--- src/rtl/txf_pkg.sv ---
package txf_pkg;

  // Strobes the control issues to the datapath each cycle
  typedef struct packed {
    logic push;    // store the offered word
    logic pop;     // advance the read pointer
    logic rewind;  // return read pointer to the held frame start
    logic freeUp;  // move the release pointer up to the read pointer
  } txfStrobe_t;

endpackage

--- src/rtl/txf_datapath.sv ---
module txf_datapath
  import txf_pkg::*;
#(
  parameter int DW = 8,
  parameter int AW = 6
) (
  input  logic          clk,
  input  logic          rstN,
  input  logic [AW:0]   depth,
  input  txfStrobe_t    strobe,
  input  logic [DW-1:0] pushData,
  input  logic          pushLast,
  output logic [DW-1:0] popData,
  output logic          popLastBit,
  output logic [AW:0]   used,
  output logic [AW:0]   usedNext,
  output logic [AW:0]   avail
);

  localparam int MAXD = 1 << AW;
  localparam int CW   = AW + 1;

  logic [DW:0]   mem [MAXD];
  logic [AW-1:0] wrPtr, rdPtr, relPtr, rdPtrNext;
  logic [CW-1:0] availNext;

  function automatic logic [AW-1:0] bump(input logic [AW-1:0] p, input logic [AW:0] d);
    return ({1'b0, p} == d - CW'(1)) ? '0 : p + AW'(1);
  endfunction

  always_ff @(posedge clk) begin
    if (strobe.push) mem[wrPtr] <= {pushLast, pushData};
  end

  assign {popLastBit, popData} = mem[rdPtr];

  always_comb begin
    if (strobe.rewind)   rdPtrNext = relPtr;
    else if (strobe.pop) rdPtrNext = bump(rdPtr, depth);
    else                 rdPtrNext = rdPtr;

    if (strobe.rewind) availNext = used + CW'(strobe.push);
    else               availNext = avail + CW'(strobe.push) - CW'(strobe.pop);

    usedNext = strobe.freeUp ? availNext : used + CW'(strobe.push);
  end

  always_ff @(posedge clk) begin
    if (!rstN) begin
      wrPtr  <= '0;
      rdPtr  <= '0;
      relPtr <= '0;
      used   <= '0;
      avail  <= '0;
    end else begin
      if (strobe.push) wrPtr <= bump(wrPtr, depth);
      rdPtr <= rdPtrNext;
      if (strobe.freeUp) relPtr <= rdPtrNext;
      used  <= usedNext;
      avail <= availNext;
    end
  end

endmodule

--- src/rtl/txf_ctrl.sv ---
module txf_ctrl
  import txf_pkg::*;
#(
  parameter int AW       = 6,
  parameter int THR_INIT = 2
) (
  input  logic        clk,
  input  logic        rstN,
  input  logic [1:0]  sizeSel,
  input  logic [4:0]  lowMark,
  input  logic        halfDuplex,
  input  logic        txIdle,
  input  logic        thrWrEn,
  input  logic [AW:0] thrWrData,
  input  logic        pushValid,
  input  logic        pushLast,
  input  logic        popReq,
  input  logic        collision,
  input  logic        colWindowDone,
  input  logic [AW:0] used,
  input  logic [AW:0] usedNext,
  input  logic [AW:0] avail,
  input  logic        popLastBit,
  output txfStrobe_t  strobe,
  output logic [AW:0] depth,
  output logic        pushReady,
  output logic        popValid,
  output logic        txStart,
  output logic        svcReq,
  output logic        underrun,
  output logic        cfgErr,
  output logic [AW:0] thrCur
);

  localparam int CW        = AW + 1;
  localparam int SW        = CW + 2;
  localparam int BASE_DEPTH = (1 << AW) >> 3;

  logic [CW-1:0] thr, frmCnt;
  logic          midFrame, winOpen, winOpenNext;
  logic          pushFire, popFire, lastFire, rewindNow;

  assign depth     = CW'(BASE_DEPTH) << sizeSel;
  assign pushReady = used < depth;
  assign popValid  = avail != '0;
  assign rewindNow = halfDuplex && collision && winOpen;
  assign pushFire  = pushValid && pushReady;
  assign popFire   = popReq && popValid && !rewindNow;
  assign lastFire  = popFire && popLastBit;

  always_comb begin
    if (rewindNow || lastFire || colWindowDone) winOpenNext = 1'b0;
    else if (popFire && !midFrame && halfDuplex) winOpenNext = 1'b1;
    else winOpenNext = winOpen;
  end

  always_comb begin
    strobe.push   = pushFire;
    strobe.pop    = popFire;
    strobe.rewind = rewindNow;
    strobe.freeUp = !halfDuplex || !winOpenNext;
  end

  assign txStart = !midFrame && popValid && ((avail >= thr) || (frmCnt != '0));
  assign cfgErr  = (SW'(lowMark) + SW'(thr) + SW'(4)) > SW'(depth);
  assign thrCur  = thr;

  always_ff @(posedge clk) begin
    if (!rstN) begin
      thr      <= CW'(THR_INIT);
      frmCnt   <= '0;
      midFrame <= 1'b0;
      winOpen  <= 1'b0;
      svcReq   <= 1'b0;
      underrun <= 1'b0;
    end else begin
      if (thrWrEn && txIdle) thr <= thrWrData;
      frmCnt <= frmCnt + CW'(pushFire && pushLast) - CW'(lastFire);
      if (rewindNow || lastFire) midFrame <= 1'b0;
      else if (popFire)          midFrame <= 1'b1;
      winOpen  <= winOpenNext;
      svcReq   <= SW'(usedNext) < SW'(lowMark);
      underrun <= popReq && midFrame && !popValid && !rewindNow;
    end
  end

endmodule

--- src/rtl/txStartFifo.sv ---
module txStartFifo
  import txf_pkg::*;
#(
  parameter int DW       = 8,
  parameter int AW       = 6,
  parameter int THR_INIT = 2
) (
  input  logic          clk,
  input  logic          rstN,
  input  logic [1:0]    sizeSel,
  input  logic [4:0]    lowMark,
  input  logic          halfDuplex,
  input  logic          txIdle,
  input  logic          thrWrEn,
  input  logic [AW:0]   thrWrData,
  input  logic          pushValid,
  input  logic [DW-1:0] pushData,
  input  logic          pushLast,
  output logic          pushReady,
  input  logic          popReq,
  output logic          popValid,
  output logic [DW-1:0] popData,
  output logic          popLast,
  input  logic          collision,
  input  logic          colWindowDone,
  output logic          txStart,
  output logic          svcReq,
  output logic          underrun,
  output logic          cfgErr,
  output logic [AW:0]   thrCur
);

  txfStrobe_t  strobe;
  logic [AW:0] depth, used, usedNext, avail;
  logic        popLastBit;

  txf_ctrl #(.AW(AW), .THR_INIT(THR_INIT)) ctrl_i (
    .clk(clk), .rstN(rstN), .sizeSel(sizeSel), .lowMark(lowMark),
    .halfDuplex(halfDuplex), .txIdle(txIdle), .thrWrEn(thrWrEn),
    .thrWrData(thrWrData), .pushValid(pushValid), .pushLast(pushLast),
    .popReq(popReq), .collision(collision), .colWindowDone(colWindowDone),
    .used(used), .usedNext(usedNext), .avail(avail), .popLastBit(popLastBit),
    .strobe(strobe), .depth(depth), .pushReady(pushReady), .popValid(popValid),
    .txStart(txStart), .svcReq(svcReq), .underrun(underrun), .cfgErr(cfgErr),
    .thrCur(thrCur)
  );

  txf_datapath #(.DW(DW), .AW(AW)) dp_i (
    .clk(clk), .rstN(rstN), .depth(depth), .strobe(strobe),
    .pushData(pushData), .pushLast(pushLast), .popData(popData),
    .popLastBit(popLastBit), .used(used), .usedNext(usedNext), .avail(avail)
  );

  assign popLast = popLastBit;

endmodule

--- config.mk ---
export PLATFORM = sky130hd
export DESIGN_NAME = txStartFifo
export DESIGN_NICKNAME = d
export VERILOG_FILES = /design/src/rtl/txf_pkg.sv /design/src/rtl/txf_datapath.sv /design/src/rtl/txf_ctrl.sv /design/src/rtl/txStartFifo.sv
export SDC_FILE = /design/constraint.sdc
export NUM_CORES = 1
export LEC_CHECK = 0
export ABC_AREA = 1
export ABC_CLOCK_PERIOD_IN_PS = 6800
export BUFFER_PORTS_ARGS = -buffer_cell sky130_fd_sc_hd__buf_4
export CAP_MARGIN = 20
export CORE_MARGIN = 4
export CORE_UTILIZATION = 45
export CTS_CLUSTER_DIAMETER = 150
export DETAILED_ROUTE_END_ITERATION = 10
export PLACE_DENSITY = 0.6
export SYNTH_ARGS = -nofsm -noshare
export SYNTH_HDL_FRONTEND = slang
export SYNTH_SLANG_ARGS = --single-unit
--- constraint.sdc ---
create_clock -name clk -period 6.8 [get_ports clk]
set_input_delay 2.04 -clock clk [delete_from_list [all_inputs] [get_ports clk]]
set_output_delay 2.04 -clock clk [all_outputs]
set_load 0.02 [all_outputs]
==> run metrics <==
delay of the slowest cell on the worst path 0.40 ns; crit start category input pin; data required time of the critical path 4.76 ns; area of the core 0.0577 mm²; CTS sink cnt around 630; max frequency about 150 MHz; Yosys top cell area share 66.0%; count of nets left with antenna violations after detail routing 0; routability-driven placement congestion ratio around 0.85; global-route wire length before repair 104000 µm; layout-stage area growth over the synthesis result 13.7%; number of setup buffers added after CTS 0; share of synthesized cell area in full adder, half adder and majority cells under 10%; clock network latency to the later pin of the worst-skew pair 0.61 ns; number of instances in the synthesized netlist 2199; worst slew pin tran 1.05 ns; Die W 249 µm; detailed-router iteration count before antenna repair 6; critical path class input pin to primary output; Slew Viols, Final 0; Synth Area in XOR/XNOR 0.635%; Power Density 333 mW/mm²; combined area of all synthesized cells 0.0262 mm²; number of antenna diodes 0; overflow left after global routing 0; I/O Pins 54; biggest area contributors in the synthesized netlist sky130_fd_sc_hd__edfxtp_1 66%, sky130_fd_sc_hd__nor2_1 5.4%, sky130_fd_sc_hd__o21ai_0 5.4%, sky130_fd_sc_hd__dfxtp_1 3.8%, sky130_fd_sc_hd__nand2_1 3.1%; largest clock skew in the final design roughly 0.022 ns; wirelength, routed 68800 µm; Ys Warns 0; net total in the final layout 2361; maximum number of pins on one net before global-route repair 135; Min-Delay Startpoint ctrl_i.midFrame$_SDFFE_PP0P_; syn avg cell area about 12 µm²; critical path arrival 4.60 ns; post-synthesis share of cell area spent on and, or, nand and nor gates 11.6%; number of antenna violations at the first check in global routing 0; Peak supply drop 0.204 mV; Post-Synthesis Net Count 2281; Detail Placement HPWL 40500 µm; largest family of logic cells by synthesized area simple AND/OR/NAND/NOR gates; GRT Resource Usage Total 21.6%; chip height approximately 250 µm; Synth Flop Type sky130_fd_sc_hd__edfxtp_1; largest buffer count on any clock path 3; post-route standard cell area excluding fillers 0.0298 mm²; worst setup margin about 0.16 ns; top cell family by delay on the critical path adder cells; Total Negative Setup Slacks 0 ns; Routed WL per cell 22.2 µm; share of synthesized area occupied by flip-flops and latches 69.8%; number of DRC markers after the initial detailed-route iteration around 1600; maximum fanout along the worst path 2; hold buffer count at cts 0; worst-case headroom to the max-slew limit 29.9%; Tmin final 6.64 ns; unrepaired setup endpoints after global routing false; setup-violating endpoint count in the final report 0; CP max stage cell sky130_fd_sc_hd__fa_2; pre-CTS WS between 0.09 and 0.1 ns; PnR Total Power 0.00992 W; Async S/R FF share, synth 0%; post-synthesis cell type count 52; Critical Path Source lowMark[0]; clock-pin slew on the worst setup and hold paths 0.05 ns; cell taking the most area after synthesis sky130_fd_sc_hd__edfxtp_1; highest-count cells in the layout ignoring fill and taps 576 x sky130_fd_sc_hd__edfxtp_1, 378 x sky130_fd_sc_hd__nor2_1, 281 x sky130_fd_sc_hd__o21ai_0; number of buffers inserted during clock tree synthesis between 60 and 70; number of synthesized flops with an enable pin 576; via count of the first global-routing pass 16541; result of the run finished, final reports clean; Crit. End Element primary output; post-DR vias/cell 5.65; Placed Area about 0.028 mm²; Port-buffer cells 53; synthesis-stage register bit count 626; effective utilization at floorplan 45.4%; clock tree from TritonCTS yes; share of cells above drive strength 1 about 11%; Die Area about 0.062 mm²; commonest non-fill, non-tap cell in the layout sky130_fd_sc_hd__edfxtp_1; master cell of the clock root buffer sky130_fd_sc_hd__clkbuf_16; hold slack roughly 0.44 ns; mux share of post-synthesis cell area 0.0382%; launch point of the worst reg-to-reg path dp_i.rdPtr[2]$_SDFF_PN0_; Resize count post-CTS 0; compound-cell area share of the yosys netlist around 12%; number of placement rows just under 90; WP buf/inv 5; H-tree levels 3; most frequent cell on the critical path sky130_fd_sc_hd__inv_1; chain of cells forming the critical path buf_4, ha_4, inv_1, fa_2, nand3b_1, and2_4, inv_1, a21oi_1, nor2_1, xor2_1, xor2_1, ha_1, nand2_1, inv_1, a32o_2, o311ai_1, buf_4; Via Count 17498; number of hold-slack violations in the final timing report 0; post-route DRC violation count 0; class of the worst hold path register to register; number of maximum-capacitance violations 0; final critical-path share of the clock period 97.6%; standby leakage power 10.3 nW
## synthesized netlist by cell type, types with 33 or more instances
cell type                    n
sky130_fd_sc_hd__edfxtp_1  576
sky130_fd_sc_hd__nor2_1    378
sky130_fd_sc_hd__o21ai_0   282
sky130_fd_sc_hd__nand2_1   216
sky130_fd_sc_hd__inv_1     108
sky130_fd_sc_hd__clkbuf_1   91
sky130_fd_sc_hd__nand3_1    80
sky130_fd_sc_hd__o22ai_1    80
sky130_fd_sc_hd__a21oi_1    58
sky130_fd_sc_hd__dfxtp_1    50
sky130_fd_sc_hd__o221ai_1   49
sky130_fd_sc_hd__ha_1       47
sky130_fd_sc_hd__nand4_1    33
## kinds of logic (layout without fill, tap and decap cells)
group                      Yosys count  in the layout
and+or+nand+nor                    737            737
DFF                                626            626
AOI/OAI and AO/OA                  522            522
buffers and inverters              244            377
adders and majority gates           50             50
xor gates and xnor gates            19             19
muxes                                1              1
## through the flow
stage / std cells / util [%]
2_1_floorplan: 2199 / -
3_3_place_gp: 2974 / 48.0
3_5_place_dp: 2974 / 48.0
4_1_cts: 3097 / 51.5
5_1_grt: 3097 / 51.6
6_report: 3097 / 51.6
## metal layers
| metal | vias up | global-route usage, % | wire, µm |
|---|---|---|---|
| met4 | 0 | 7.00 | 2210 |
| met5 | - | 0 | 0 |
| li1 | 8156 | - | - |
| met3 | 129 | 3.54 | 4700 |
| met2 | 653 | 34.2 | 31900 |
| met1 | 8560 | 30.9 | 30000 |
## tightest hold or removal path, stage by stage, from the launching register on
cell and delay, ns:
sky130_fd_sc_hd__dfxtp_1 0.31, sky130_fd_sc_hd__nand2_1 0.05, sky130_fd_sc_hd__nor4_1 0.04
## sequential cells by signal (all words and copies together) (netlist names), 6 cells and up
| name | cells |
|---|---|
| dp_i.mem | 576 |
| ctrl_i.frmCnt | 7 |
| ctrl_i.thrCur | 7 |
| dp_i.avail | 7 |
| dp_i.used | 7 |
| dp_i.rdPtr | 6 |
| dp_i.relPtr | 6 |
| dp_i.wrPtr | 6 |
## cell type report
type	count	area, µm²
repair buffers	140	1100
clock buffers	84	1780
inverters	114	443
clock inverters	39	245
fillers	5012	27900
well taps	765	957
multi-input cells	1329	6950
flip-flops and latches	626	18300
## report_power, final
group	switching, W	total, W	leakage (nW)	internal, W
clock network	0.00148	0.00338	0.994	0.00191
logic	0.00145	0.00214	3.69	0.000688
registers	0.0000951	0.00440	5.59	0.00431
total	0.00302	0.00992	10.3	0.00690
## worst paths after layout
path	to	slack, ns	depth (start not counted)
hold reg to reg	ctrl_i.underrun$_SDFF_PN0_	0.44	2
setup reg to reg	ctrl_i.frmCnt[6]$_SDFF_PN0_	1.80	24
hold / removal	ctrl_i.underrun$_SDFF_PN0_	0.44	2
setup / recovery	cfgErr	0.16	17
Power figures use the tool's default switching activity.
